**config.mk**
```make
export PLATFORM = sky130hd
export DESIGN_NAME = sync_timing_seq
export DESIGN_NICKNAME = d
export VERILOG_FILES = /design/src/rtl/sync_timing_pkg.sv /design/src/rtl/sync_timing_ctrl.sv /design/src/rtl/sync_timing_dp.sv /design/src/rtl/sync_timing_seq.sv
export SDC_FILE = /design/constraint.sdc
export NUM_CORES = 1
export LEC_CHECK = 0
export BUFFER_PORTS_ARGS = -buffer_cell sky130_fd_sc_hd__buf_4
export CAP_MARGIN = 20
export CORE_ASPECT_RATIO = 0.6
export CORE_MARGIN = 5
export CORE_UTILIZATION = 45
export CTS_CLUSTER_SIZE = 40
export DETAILED_ROUTE_END_ITERATION = 8
export PLACE_DENSITY_LB_ADDON = 0.2
export SLEW_MARGIN = 10
export SYNTH_ARGS = -nofsm -noshare
export SYNTH_HDL_FRONTEND = slang
export SYNTH_SLANG_ARGS = --single-unit
export TNS_END_PERCENT = 20
```
**constraint.sdc**
```tcl
create_clock -name clk -period 2.5 [get_ports clk]
set_input_delay 0.125 -clock clk [delete_from_list [all_inputs] [get_ports clk]]
set_output_delay 0.125 -clock clk [all_outputs]
set_load 0.1 [all_outputs]
```
**src/rtl/sync_timing_pkg.sv**
```systemverilog
package sync_timing_pkg;

  localparam int SYNC_PINS = 2;
  localparam int FIXED_OVERHEAD = 5;

  typedef enum logic [2:0] {
    ST_FETCH,
    ST_LOAD,
    ST_CMD_A,
    ST_CMD_B,
    ST_WAIT
  } seqState_t;

  typedef struct packed {
    logic takeWord;
    logic loadCount;
    logic armCmd;
    logic stepCount;
  } seqStrobe_t;

endpackage

```
**src/rtl/sync_timing_ctrl.sv**
```systemverilog
module sync_timing_ctrl
  import sync_timing_pkg::*;
(
  input  logic       clk,
  input  logic       rst,
  input  logic       wordValid,
  input  logic       countZero,
  output logic       wordReady,
  output seqStrobe_t strobe
);

  seqState_t state;
  seqState_t nextState;

  always_ff @(posedge clk) begin
    if (rst) state <= ST_FETCH;
    else     state <= nextState;
  end

  always_comb begin
    nextState = state;
    strobe    = '0;
    unique case (state)
      ST_FETCH: begin
        if (wordValid) begin
          strobe.takeWord = 1'b1;
          nextState       = ST_LOAD;
        end
      end
      ST_LOAD: begin
        strobe.loadCount = 1'b1;
        strobe.armCmd    = 1'b1;
        nextState        = ST_CMD_A;
      end
      ST_CMD_A: nextState = ST_CMD_B;
      ST_CMD_B: nextState = ST_WAIT;
      ST_WAIT: begin
        if (countZero) nextState = ST_FETCH;
        else           strobe.stepCount = 1'b1;
      end
      default: nextState = ST_FETCH;
    endcase
  end

  assign wordReady = (state == ST_FETCH);

endmodule

```
**src/rtl/sync_timing_dp.sv**
```systemverilog
module sync_timing_dp
  import sync_timing_pkg::*;
#(
  parameter int CNT_W   = 14,
  parameter int CMD_W   = 16,
  parameter logic [CMD_W-1:0] IRQ_CMD = 1,
  localparam int WORD_W = SYNC_PINS + CNT_W + CMD_W
) (
  input  logic                 clk,
  input  logic                 rst,
  input  seqStrobe_t           strobe,
  input  logic [WORD_W-1:0]    wordData,
  output logic [SYNC_PINS-1:0] syncLevels,
  output logic                 irqOut,
  output logic                 countZero
);

  localparam int CNT_LSB = SYNC_PINS;
  localparam int CMD_LSB = SYNC_PINS + CNT_W;

  logic [CNT_W-1:0] heldCount;
  logic [CMD_W-1:0] heldCmd;
  logic [CNT_W-1:0] waitCount;

  always_ff @(posedge clk) begin
    if (rst) begin
      syncLevels <= '1;
      heldCount  <= '0;
      heldCmd    <= '0;
    end else if (strobe.takeWord) begin
      syncLevels <= wordData[SYNC_PINS-1:0];
      heldCount  <= wordData[CNT_LSB +: CNT_W];
      heldCmd    <= wordData[CMD_LSB +: CMD_W];
    end
  end

  always_ff @(posedge clk) begin
    if (rst)                   waitCount <= '0;
    else if (strobe.loadCount) waitCount <= heldCount;
    else if (strobe.stepCount) waitCount <= waitCount - 1'b1;
  end

  always_ff @(posedge clk) begin
    if (rst) irqOut <= 1'b0;
    else     irqOut <= strobe.armCmd && (heldCmd == IRQ_CMD);
  end

  assign countZero = (waitCount == '0);

endmodule

```
**src/rtl/sync_timing_seq.sv**
```systemverilog
module sync_timing_seq
  import sync_timing_pkg::*;
#(
  parameter int CNT_W   = 14,
  parameter int CMD_W   = 16,
  parameter logic [CMD_W-1:0] IRQ_CMD = 1,
  localparam int WORD_W = SYNC_PINS + CNT_W + CMD_W
) (
  input  logic              clk,
  input  logic              rst,
  input  logic              wordValid,
  input  logic [WORD_W-1:0] wordData,
  output logic              wordReady,
  output logic              hsyncOut,
  output logic              vsyncOut,
  output logic              irqOut
);

  seqStrobe_t           strobe;
  logic                 countZero;
  logic [SYNC_PINS-1:0] syncLevels;

  sync_timing_ctrl i_ctrl (
    .clk       (clk),
    .rst       (rst),
    .wordValid (wordValid),
    .countZero (countZero),
    .wordReady (wordReady),
    .strobe    (strobe)
  );

  sync_timing_dp #(
    .CNT_W   (CNT_W),
    .CMD_W   (CMD_W),
    .IRQ_CMD (IRQ_CMD)
  ) i_dp (
    .clk        (clk),
    .rst        (rst),
    .strobe     (strobe),
    .wordData   (wordData),
    .syncLevels (syncLevels),
    .irqOut     (irqOut),
    .countZero  (countZero)
  );

  assign hsyncOut = syncLevels[0];
  assign vsyncOut = syncLevels[1];

endmodule

```
---- Yosys cells after proc, flatten, opt, wreduce, memory -nomap -nowiden ----
Index checks and enable logic that the tools add are counted.
operators by class
  eq/ne operators ......................... 7
  add/subtract/negate cells ............... 1
  reductions and logical operators ........ 5
  mux-type cells .......................... 10
operators by type and width
  cell                                                   count
  2-to-1 mux 14 bit                                      2
  equality test 16 x 1 -> 1 bit (second input constant)  1
  one-hot mux 3 bit (5 select lines)                     1
  logical NOT 14 bit                                     1
  subtractor 14 x 1 -> 14 bit (second input constant)    1
  equality test 3 x 2 -> 1 bit (second input constant)   2
  2-to-1 mux 3 bit                                       2
  2-to-1 mux 1 bit                                       4
  != test 2 bit (second input constant)                  2
  equality test 3 x 1 -> 1 bit (second input constant)   1
  equality test 3 bit (second input constant)            1
  logical NOT 3 bit                                      1
  2-to-1 mux 2 bit                                       1
  AND reduction 2 bit                                    1
  nonzero test 2 bit                                     1
  logical AND 1 bit                                      1
word-level totals
  register bits after elaboration ......... 50
  logic and storage cells ................. 29
  output and inout port bits .............. 4

---- Longest topological paths before layout ----
Gate-level depths: netlist of the first run.
  depth in word-level cells ............... 5
  gate-level depth with buffers ........... 7

---- Hierarchy ----
A second synthesis of the first run with hierarchy kept.
unflattened totals
  cells, all modules ...................... 233
  area total of the unflattened synthesis .. 2209.6 um^2
modules (own cells, without submodules)
  module            cells an instance  seq. area each (um^2)  area each (um^2)  times used
  sync_timing_dp    219                940.9                  2055.7            1
  sync_timing_ctrl  14                 60.1                   153.9             1

---- Least setup slack after synthesis of the first run ----
OpenSTA, ideal clock, no wires.
  path kind ............................... register to register
  from .................................... register i_ctrl.state[0]
  to ...................................... register i_dp.syncLevels[0]
  setup time .............................. 0.133 ns
  arrival time ............................ 3.420 ns
  slack ................................... -1.053 ns
  stages on the path, launching flop included .. 7
  cells stage by stage .................... dfxtp_1 > buf_2 > nor3_1 > nand2_1 > clkbuf_1 > nand2_1 > nand3_1
on the way
  longest elaborated chain between the ends .. 2
ends and longest elaborated chain
  item                    line                    RTL
  from (decl)             sync_timing_ctrl.sv:12  seqState_t state;
  from (signal assigned)  sync_timing_ctrl.sv:17  else state <= nextState;
  logical NOT 3 bit       --
  named net wordReady     sync_timing_seq.sv:13   output logic wordReady,
  2-to-1 mux 1 bit        sync_timing_ctrl.sv:23  unique case (state)
  to (signal assigned)    sync_timing_dp.sv:31    syncLevels <= wordData[SYNC_PINS-1:0];
  to (decl)               sync_timing_dp.sv:13    output logic [SYNC_PINS-1:0] syncLevels,
The timed path passes the listed nets, and every way through them passes these cells.
A chain may end at the register's enable or synchronous reset.

---- Worst setup path in the final report of the first run ----
  from .................................... register i_dp.waitCount[0]
  to ...................................... register i_dp.waitCount[4]
on the way
  longest elaborated chain between the ends .. 4
ends and longest elaborated chain
  item                                                                 line                  RTL
  from (decl)                                                          sync_timing_dp.sv:23  logic [CNT_W-1:0] waitCount;
  from (signal assigned)                                               sync_timing_dp.sv:39  else if (strobe.loadCount) waitCount <= heldCount;
  from (signal assigned)                                               sync_timing_dp.sv:40  else if (strobe.stepCount) waitCount <= waitCount - 1'b1;
  branches (longest 4 deep; another with subtractor 14 x 1 -> 14 bit)  --
Several ways; the timed one is not identified. The select of a mux whose other input is x is not followed.

==> results.md, run 1 <==
- H-tree levels: 2
- Port Buffers: 38
- Final hold violations: 0
- FF-to-FF setup slack: 520 ps
- GRT overflow: 0
- CTS clk-pin slew, worst paths: 80 ps
- Pre-antenna DRT Iters: 4
- Post-route worst setup slack: 520 ps
- Min-Delay Startpoint: wordData[0]
- Layout cells sized above 1: 18.7%
- CP Capture Type: flop
- Num Clock Sinks: 50
- Post-Synthesis Cells: 272
- RSZ-0062 raised after global routing: false
- Number of global-route vias before repair: 1843
- Finished Layout Cells: 368
- Vias per cell: 5.47
- Area contributors post-synth: dfxtp_1 (46%), nand2_1 (12%), a21oi_1 (7.8%), o21ai_0 (3.4%), a31oi_1 (2.6%)
- Leak Pwr: 0.974 nW
- CTS tree: built
- CP Class: flop to flop
- First-pass GRT wire length: 8610 um
- Clk buf depth: 2
- Area leader, netlist: dfxtp_1
- Required @ worst endpoint: 2730 ps
- Initial antenna violation count: 0
- Setup_tns: 0 ps
- Net Count, Synth: 308
- Most frequent cells in the layout: nand2_1 (70), dfxtp_1 (50), buf_4 (43), a21oi_1 (34), o21ai_0 (15)
- DRT iter0 DRCs: 127
- Post-DP HPWL: 3470 um
- N_diodes: 0
- Unique masters post-synth: 40
- Layout area overhead: 20.2%
- RR Startpoint: i_dp.waitCount[0]
- Gpl congestion: 0.813
- # fillers: 456
- Min-Delay Path Class: input port to flop
- Slew @ Worst Pin: 513 ps
- DIE AREA: 6420 um2
- Crit share post-route: 79.2%
- Synth warn: 0
- Multi-input gate area: 1120 um2
- Resized cells post-CTS: 0
- Post-Place Setup Slack: 540 ps
- R2r worst-path depth: 6
- CTS Buf Count: 5
- CORE AREA: 4640 um2
- Final nets: 340
- CTS Hold Bufs: 0
- Site row count: 19
- DRC viols: 0
- Worst-Skew Late Latency: 300 ps
- Hold Path Cell Cnt: 3
- Max Clock Skew: 4.10 ps
- Post-synth top area share: 45.6%
- Die height: 64.1 um
- Worst relative slew slack: 65.8%
- Reg-to-Reg End: i_dp.waitCount[4]
- I/O pin count: 39
- Syn_area_per_cell: 8.07 um2
- Most common cell after layout, fill and taps aside: nand2_1
- Seq/Total Area, Yosys: 45.6%
- CP Launch Type: flop
- Global Route Usage Sum: 16.4%
- Highest clock rate: 505 MHz
- Pins Over Slew Limit: 0
- Register area: 1000 um2
- Synth Cell Area: 2190 um2
- Initial Utilization: 47.3%
- Critical Path Fanout Max: 12
- PD cells: 740 nW/um2
- Antenna-violating nets left: 0
- Worst Hold End: i_dp.syncLevels[0]
- Total power: 1.95 mW
- Routed wire length: 5080 um
- Final Setup Violations: 0
- Arrival time worst endpoint: 2210 ps
- Largest net degree at the start of global routing: 41
- Outcome: finished, final reports clean
- Postcts setup bufs: 0
- Routed WL per cell: 13.8 um
- Maximum vdd drop: 0.000373 V
- Dpl cells: 360
- Post-layout util: 56.9%
- FF+latch count, synth: 50
- Root buf cell: clkbuf_8
- Max_cap viols: 0
- Tmin final: 1980 ps
- Die Wd: 100 um
- Vias: 2013
-- per-layer routing --
metal | vias to the layer above | wire (um) | global-route usage (%)
met5 | - | 0 | 0
met2 | 46 | 2010 | 22.7
met3 | 8 | 274 | 4.24
li1 | 1035 | - | -
met4 | 0 | 46 | 4.03
met1 | 924 | 2750 | 25.0
-- worst max path at each step --
stage                      start                 to
4_1_cts        i_dp.waitCount[0]  i_dp.waitCount[4]
3_3_place_gp   i_dp.waitCount[0]  i_dp.waitCount[4]
5_1_grt        i_dp.waitCount[0]  i_dp.waitCount[0]
2_1_floorplan    i_ctrl.state[0]    i_dp.heldCmd[0]
3_5_place_dp   i_dp.waitCount[0]  i_dp.waitCount[4]
6_report       i_dp.waitCount[0]  i_dp.waitCount[4]
-- cells in the mapped netlist, drive strengths merged --
| cell | count |
|---|---|
| o2111ai | 1 |
| o211ai | 2 |
| or4 | 6 |
| and2 | 1 |
| clkbuf | 12 |
| buf | 6 |
| a211oi | 1 |
| xnor2 | 1 |
| nand2 | 70 |
| nand4b | 1 |
| nor2 | 10 |
| a31oi | 9 |
| o21ai | 15 |
| a311oi | 1 |
| o31ai | 4 |
| a211o | 1 |
| a311o | 1 |
| ha | 1 |
| or3b | 2 |
| and4 | 2 |
| nor4 | 5 |
| and3 | 2 |
| inv | 3 |
| dfxtp | 50 |
| nor4b | 2 |
| nor3 | 5 |
| nand3 | 5 |
| o41ai | 1 |
| nand4 | 4 |
| or4b | 2 |
| a21oi | 34 |
| or3 | 5 |
| nand2b | 1 |
| nor3b | 3 |
| nand3b | 2 |
| a2bb2oi | 1 |
-- state kept, by name (all words and copies together) (netlist names) --
signal,count
i_ctrl.state,3
i_dp.heldCmd,16
i_dp.heldCount,14
i_dp.irqOut,1
i_dp.syncLevels,2
i_dp.waitCount,14
-- stage by stage --
step           hold slack (ps)  area, um2
2_1_floorplan              249       2210
3_3_place_gp               339       2530
3_5_place_dp               345       2530
4_1_cts                   23.2       2640
5_1_grt                   28.0       2640
6_report                  31.3       2640
-- cell type report --
class | instances | area share [%]
Multi-Input combinational cell | 201 | 42.4
Inverter | 3 | 0.427
Sequential cell | 50 | 37.9
Tap cell | 63 | 2.99
Clock buffer | 7 | 2.89
Clock inverter | 1 | 1.14
Timing Repair Buffer | 43 | 12.2
-- critical path, cell delays in order, from the launching register on --
cell     delay [ps]
dfxtp_1         370
inv_1            70
ha_1            270
nor3b_1         170
and4_1          320
or4b_1          540
a31oi_1         170
-- cell families after synthesis --
kind of cell	count (synthesis)	synth area share (%)
adders and majority gates	1	0.570
DFF	50	45.6
and+or+nand+nor	128	30.9
buffers and inverters	21	3.93
AOI/OAI and AO/OA	71	18.6
xor gates and xnor gates	1	0.399
-- power by group --
group / internal (mW) / leakage (nW) / total, mW / switching (mW)
sequential: 0.870 / 0.410 / 0.943 / 0.0725
combinational: 0.180 / 0.512 / 0.458 / 0.278
clock: 0.300 / 0.0524 / 0.553 / 0.254
No activity file was read; power rests on OpenSTA's default activity.
==> run 2: changes to the inputs <==
--- a/config.mk
+++ b/config.mk
@@ -5,6 +5,7 @@
 export SDC_FILE = /design/constraint.sdc
 export NUM_CORES = 1
 export LEC_CHECK = 0
+export ABC_AREA = 1
 export BUFFER_PORTS_ARGS = -buffer_cell sky130_fd_sc_hd__buf_4
 export CAP_MARGIN = 20
 export CORE_ASPECT_RATIO = 0.6
==> constraint.sdc (replaced) <==
create_clock -name clk -period 2.1 [get_ports clk]
set_input_delay 0.105 -clock clk [delete_from_list [all_inputs] [get_ports clk]]
set_output_delay 0.105 -clock clk [all_outputs]
set_load 0.1 [all_outputs]
==> results.md, run 2 <==
- Number of enable flip-flop cells after synthesis: 0 (unchanged)
- CP Launch Type: flop
- Largest net degree at the start of global routing: 51 (+24%)
- FF+latch count, synth: 50 (unchanged)
- Synth Cell Area: 2520 um2 (+15%)
- DIE AREA: 7240 um2 (+13%)
- DRT iter0 DRCs: 122 (-3.9%)
- Post-DP HPWL: 4060 um (+17%)
- Antenna-violating nets left: 0 (unchanged)
- Outcome: finished, final reports clean
- DRC viols: 0 (unchanged)
- Post-layout util: 52.7% (-4.2 points)
- Most frequent cells in the layout: nand2_1 (77), dfxtp_1 (50), buf_4 (40), inv_1 (35), o21ai_0 (29)
- Placed cell area: 2780 um2 (+9.8%)
- Postcts setup bufs: 0 (unchanged)
- Final hold violations: 0 (unchanged)
- Pre-antenna DRT Iters: 4 (unchanged)
- Initial Utilization: 45.8% (-1.5 points)
- First-pass GRT wire length: 9500 um (+10%)
- Arrival time worst endpoint: 1780 ps (-430 ps)
- CP Class: flop to flop
- GRT overflow: 0 (unchanged)
- Clk buf depth: 2 (unchanged)
- Maximum vdd drop: 0.000393 V (+5.5%)
- Asr flop ratio synth: 0% (unchanged)
- Synth Flop Type: dfxtp_1
- Slew @ Worst Pin: 554 ps (+40.5 ps)
- Num Clock Sinks: 50 (unchanged)
- Pins Over Slew Limit: 0 (unchanged)
- Min-Delay Path Class: input port to flop
- Worst relative slew slack: 63.1% (-2.7 points)
- Max_cap viols: 0 (unchanged)
- Layout area overhead: 15.1%
- Number of global-route vias before repair: 2028 (+10%)
- Max reg flops: 16 (unchanged)
- Worst Hold End: i_dp.syncLevels[0]
- Vias: 2166 (+7.6%)
- CTS tree: built
- RR Startpoint: i_dp.waitCount[0]
- Top Registers: i_dp.heldCmd: 16 flops, i_dp.heldCount: 14 flops, i_dp.waitCount: 14 flops
- Max Clock Skew: 5.79 ps (+1.69 ps)
- Leak Pwr: 1.25 nW (+29%)
- CORE AREA: 5490 um2 (+18%)
- Area leader, netlist: dfxtp_1
- Hold Path Cell Cnt: 3 (unchanged)
- Min-Delay Startpoint: wordData[0]
- Crit share post-route: 75.4% (-3.8 points)
- Die height: 67.9 um (+6.0%)
- Required @ worst endpoint: 2300 ps (-430 ps)
- Design area: 2900 um2 (+9.8%)
- Reg with most FFs: i_dp.heldCmd
- Gpl congestion: 0.836 (+2.8%)
- Port Buffers: 38 (unchanged)
- Die Wd: 107 um (+6.4%)
- CTS Buf Count: 5 (unchanged)
- Routed WL per cell: 12.8 um (-7.2%)
- Syn_area_per_cell: 7.51 um2 (-6.9%)
- Vias per cell: 4.92 (-10%)
- N_diodes: 0 (unchanged)
- Area contributors post-synth: dfxtp_1 (40%), nand2_1 (11%), o21ai_0 (5.8%), inv_1 (5.2%), nand3_1 (5.0%)
- I/O pin count: 39 (unchanged)
- Setup_tns: 0 ps (unchanged)
- Root buf cell: clkbuf_8
- Highest clock rate: 631 MHz (+25%)
- Most common cell after layout, fill and taps aside: nand2_1
- # fillers: 556 (+22%)
- CP Capture Type: flop
- RSZ-0062 raised after global routing: false
- R2r worst-path depth: 9 (+3)
- Routed wire length: 5640 um (+11%)
- Initial antenna violation count: 0 (unchanged)
- FF-to-FF setup slack: 520 ps (about the same)
- Total power: 2.92 mW (+49%)
- H-tree levels: 2 (unchanged)
- Reg-to-Reg End: i_dp.waitCount[4]
- Unique masters post-synth: 32 (-20%)
- Count leader, synth: nand2_1
- Final Setup Violations: 0 (unchanged)
- Post-synth top cells: nand2_1 (77), dfxtp_1 (50), inv_1 (35), o21ai_0 (29), nand3_1 (25)
- Final nets: 406 (+19%)
- Post-synth top area share: 39.8% (-5.8 points)
- Layout cells sized above 1: 24.0% (+5.3 points)
- Seq/Total Area, Yosys: 39.8% (-5.8 points)
- PD cells: 1010 nW/um2 (+36%)
- Tmin final: 1580 ps (-396 ps)
- Critical Path Fanout Max: 9 (-3)
- Post-Synthesis Cells: 335 (+23%)
- Net Count, Synth: 371 (+20%)
- Synth warn: 0 (unchanged)
- Worst-Skew Late Latency: 300 ps (about the same)
- Global Route Usage Sum: 16.4% (+0.025 points)
- Site row count: 21 (+2)
- CTS clk-pin slew, worst paths: 90 ps (about the same)
==> run 2: kinds of logic after synthesis <==
group,after synthesis,synth area share (%)
compound gates,75,17.6
buf+inv,52,11.1
fa+ha+maj,1,0.497
flops,50,39.8
simple gates,157,31.0
==> run 2: layout make-up <==
cell class	count	area, um2	area share, %
Multi-Input combinational cell	233	1240	42.7
Sequential cell	50	1000	34.6
Timing Repair Buffer	41	310	10.7
Inverter	39	156	5.40
Clock buffer	7	96.3	3.33
Tap cell	69	86.3	2.98
Clock inverter	1	8.76	0.302
==> run 2: what timing repair did <==
| item | 4_1_cts | 5_1_grt |
|---|---|---|
| resized for setup | 0 | 0 |
| endpoints found under the hold margin | 1 | 0 |
| hold buffers | 1 | 0 |
==> run 2: worst max-delay path, cell delays in order, from the launching register on <==
cell and delay [ps]:
dfxtp_1 310, inv_1 80, ha_1 230, nand3_4 140, nor2_8 170, nand2_2 80
nand3_4 120, nand2_4 120, o21ai_1 170, nor2_1 60
==> run 2: worst max-delay path by stage <==
stage	startpoint	to	slack (ps)	depth (start not counted)
global placement	i_ctrl.state[2]	i_dp.heldCount[3]	510	7
global route	i_ctrl.state[0]	i_dp.heldCount[11]	350	7
detailed placement	i_ctrl.state[2]	i_dp.heldCmd[0]	530	7
floorplan	i_ctrl.state[0]	i_dp.heldCount[4]	410	7
CTS	i_dp.waitCount[0]	i_dp.waitCount[4]	500	9
finish	i_dp.waitCount[0]	i_dp.waitCount[4]	520	9
==> run 2: where the power goes <==
| group | internal, mW | switching, mW |
|---|---|---|
| clock network | 0.303 | 0.326 |
| logic | 0.385 | 0.738 |
| registers | 1.07 | 0.0932 |
==> run 2: through the flow <==
stage          std cells  hold WS [ps]  setup slack (ps)
2_1_floorplan        335           218               410
3_3_place_gp         431           309               508
3_5_place_dp         431           311               527
4_1_cts              440          9.30               504
5_1_grt              440          10.0               352
6_report             440          17.8               516
==> run 2: per-layer routing <==
metal / track usage (%) / vias up / part of all wire (%)
met5: 0 / - / 0
li1: - / 1156 / -
met1: 24.9 / 946 / 55
met4: 4.31 / 0 / 0.89
met3: 3.68 / 7 / 6.3
met2: 23.1 / 57 / 38
==> run 3: changes to the inputs <==
--- a/config.mk
+++ b/config.mk
@@ -5,7 +5,7 @@
 export SDC_FILE = /design/constraint.sdc
 export NUM_CORES = 1
 export LEC_CHECK = 0
-export ABC_AREA = 1
+export ABC_AREA = 0
 export BUFFER_PORTS_ARGS = -buffer_cell sky130_fd_sc_hd__buf_4
 export CAP_MARGIN = 20
 export CORE_ASPECT_RATIO = 0.6
==> constraint.sdc (replaced) <==
create_clock -name clk -period 1.6 [get_ports clk]
set_input_delay 0.08 -clock clk [delete_from_list [all_inputs] [get_ports clk]]
set_output_delay 0.08 -clock clk [all_outputs]
set_load 0.1 [all_outputs]
==> results.md, run 3 (synthesis results as in run 1) <==
- Tmin final: 1710 ps (+128 ps)
- Gpl congestion: 0.856 (+2.4%)
- # fillers: 419 (-25%)
- Setup_tns: -242 ps (-242 ps)
- Required @ worst endpoint: 1830 ps (-470 ps)
- CP Class: flop to flop
- Initial Utilization: 47.3% (+1.5 points)
- Arrival time worst endpoint: 1940 ps (+160 ps)
- Most frequent cells in the layout: buf_4 (71), nand2_1 (68), dfxtp_1 (44), a21oi_1 (34), o21ai_0 (14)
- Pins Over Slew Limit: 0 (unchanged)
- Antenna-violating nets left: 0 (unchanged)
- Crit path cell chain: or4_4 -> or4_4 -> a31oi_4
- DRC viols: 0 (unchanged)
- Clock power frac: 26.1% (+4.6 points)
- Maximum vdd drop: 0.000652 V (+66%)
- Finished Layout Cells: 402 (-8.6%)
- Vias: 2158 (-0.37%)
- Final hold violations: 0 (unchanged)
- Hold WS: 19.1 ps (+1.30 ps)
- Internal: 2.29 mW (+30%)
- Hold Path Cell Cnt: 3 (unchanged)
- Outcome: complete, but fails checks
- Largest net degree at the start of global routing: 33 (-35%)
- Global Route Usage Sum: 18.2% (+1.8 points)
- Min-Delay Startpoint: wordData[11]
- Routed wire length: 5650 um (+0.25%)
- H-tree levels: 2 (unchanged)
- N_diodes: 0 (unchanged)
- CTS Buf Count: 5 (unchanged)
- RSZ-0062 raised after global routing: true
- Initial antenna violation count: 0 (unchanged)
- Net switching fraction of the power: 30.8% (-8.9 points)
- Total power: 3.32 mW (+14%)
- FF-to-FF setup slack: -110 ps (-630 ps)
- RR Startpoint: i_dp.waitCount[2]
- Max_cap viols: 0 (unchanged)
- Highest clock rate: 584 MHz (-7.5%)
- Most common cell after layout, fill and taps aside: buf_4
- CP Capture Type: flop
- Max Clock Skew: 5.52 ps (-0.268 ps)
- Num Clock Sinks: 50 (unchanged)
- Max reg flops: 16 (unchanged)
- CP Depth: 3 (-6)
- Slowest CP cell: or4_4
- Critical Path Fanout Max: 3 (-6)
- Site row count: 19 (-9.5%)
- Min-Delay Path Class: input port to flop
- R2r worst-path depth: 3 (-6)
- Worst setup path startpoint: i_dp.waitCount[2]
- Worst relative slew slack: 68.3% (+5.2 points)
- Pre-antenna DRT Iters: 4 (unchanged)
- Crit path largest cell delay: 570 ps (+260 ps)
- Slew @ Worst Pin: 476 ps (-78.3 ps)
- Sequential share of power: 43.8% (+3.9 points)
- DRT iter0 DRCs: 121 (-0.82%)
- Layout cells sized above 1: 31.3% (+7.3 points)
- Design area: 3000 um2 (+3.6%)
- GRT overflow: 0 (unchanged)
- Die height: 64.1 um (-5.7%)
- Routed WL per cell: 14.1 um (+9.7%)
- CTS tree: built
- Layout area overhead: 36.8%
- Leak Pwr: 1.17 nW (-6.2%)
- CP Launch Type: flop
- Top Registers: i_dp.heldCmd: 16 flops, i_dp.heldCount: 14 flops, i_dp.waitCount: 14 flops
- Placed cell area: 2760 um2 (-0.67%)
- Crit path buf inv count: 0 (-1)
- First-pass GRT wire length: 9370 um (-1.4%)
- I/O pin count: 39 (unchanged)
- Combinational Power Share: 30.0% (-8.5 points)
- Worst-Skew Late Latency: 300 ps (about the same)
- Failing checks: negative setup slack
- Vias per cell: 5.37 (+9.0%)
- Reg with most FFs: i_dp.heldCmd
- Post-route worst setup slack: -112 ps (-628 ps)
- Root buf cell: clkbuf_8
- Die Wd: 100 um (-6.0%)
- Most used cell, CP: or4_4
- Net Switching: 1.02 mW (-12%)
- Port Buffers: 38 (unchanged)
- CORE AREA: 4640 um2 (-16%)
- Final nets: 374 (-7.9%)
- Final Setup Violations: 6 (+6)
- CP delay by family, top: simple AND/OR/NAND/NOR gates
- DIE AREA: 6420 um2 (-11%)
- Post-DP HPWL: 3960 um (-2.5%)
- Crit share post-route: 107% (+32 points)
- Clk buf depth: 2 (unchanged)
- Dpl cells: 387 (-10%)
- CTS clk-pin slew, worst paths: 80 ps (about the same)
- Number of global-route vias before repair: 1994 (-1.7%)
- PD cells: 1100 nW/um2 (+9.7%)
-- run 3: cell count changes in the layout (fill, tap and decap cells not counted), sizes merged, moves of 4 or more --
cell / before / now
a21oi: 39 / 34
a31oi: 0 / 9
buf: 40 / 75
inv: 39 / 3
nand2: 84 / 70
nand3: 27 / 5
nor2: 34 / 10
o21ai: 34 / 15
o31ai: 0 / 4
or3: 0 / 5
or4: 0 / 6
-- run 3: path summary, 6_finish.rpt --
check / to
worst max-delay path: i_dp.waitCount[6]
worst min-delay path: i_dp.heldCount[9]
worst max register to register: i_dp.waitCount[6]
worst min register to register: i_dp.heldCount[8]
-- run 3: final cells by class --
cell class	instances	area (um2)	area share [%]
multi-input cells	201	1180	39.3
clock inverters	1	30.0	1.00
clock buffers	7	76.3	2.54
flip-flops and latches	50	1010	33.6
well taps	63	78.8	2.63
repair buffers	77	616	20.5
inverters	3	11.3	0.375
-- run 3: repair_timing --
action / CTS / global route
gates cloned: 0 / 0
endpoints found under the setup margin: 13 / 25
resized for setup: 13 / 12
hold endpoints to repair: 2 / 0
hold buffers: 2 / 0
pin swaps: 9 / 8
setup buffers: 2 / 3
-- run 3: power groups by stage --
stage	logic [mW]	registers, mW	clock network [mW]
global placement	0.866	1.47	0
detailed placement	0.882	1.47	0
floorplan	0.528	1.50	0
finish	0.995	1.45	0.867
global route	1.08	1.47	0.942
CTS	0.950	1.45	0.879
-- run 3: tightest hold or removal path, stage by stage --
cell	delay, ps
buf_4	110
nand2_1	40
a21oi_1	50
-- run 3: per-layer routing --
| metal | share of wire (%) | vias up | track usage (%) | routed length, um |
|---|---|---|---|---|
| li1 | - | 1103 | - | - |
| met5 | 0 | - | 0 | 0 |
| met4 | 0.85 | 0 | 5.04 | 48 |
| met3 | 6.0 | 4 | 5.22 | 337 |
| met1 | 51 | 1003 | 26.1 | 2890 |
| met2 | 42 | 48 | 26.7 | 2370 |
-- run 3: per-stage QoR --
| step | setup WS (ps) | util [%] |
|---|---|---|
| after floorplan | -361 | - |
| after global placement | -141 | 59.6 |
| after detailed placement | -178 | 59.6 |
| after CTS | -102 | 63.3 |
| after global routing | -146 | 64.8 |
| final | -112 | 64.8 |
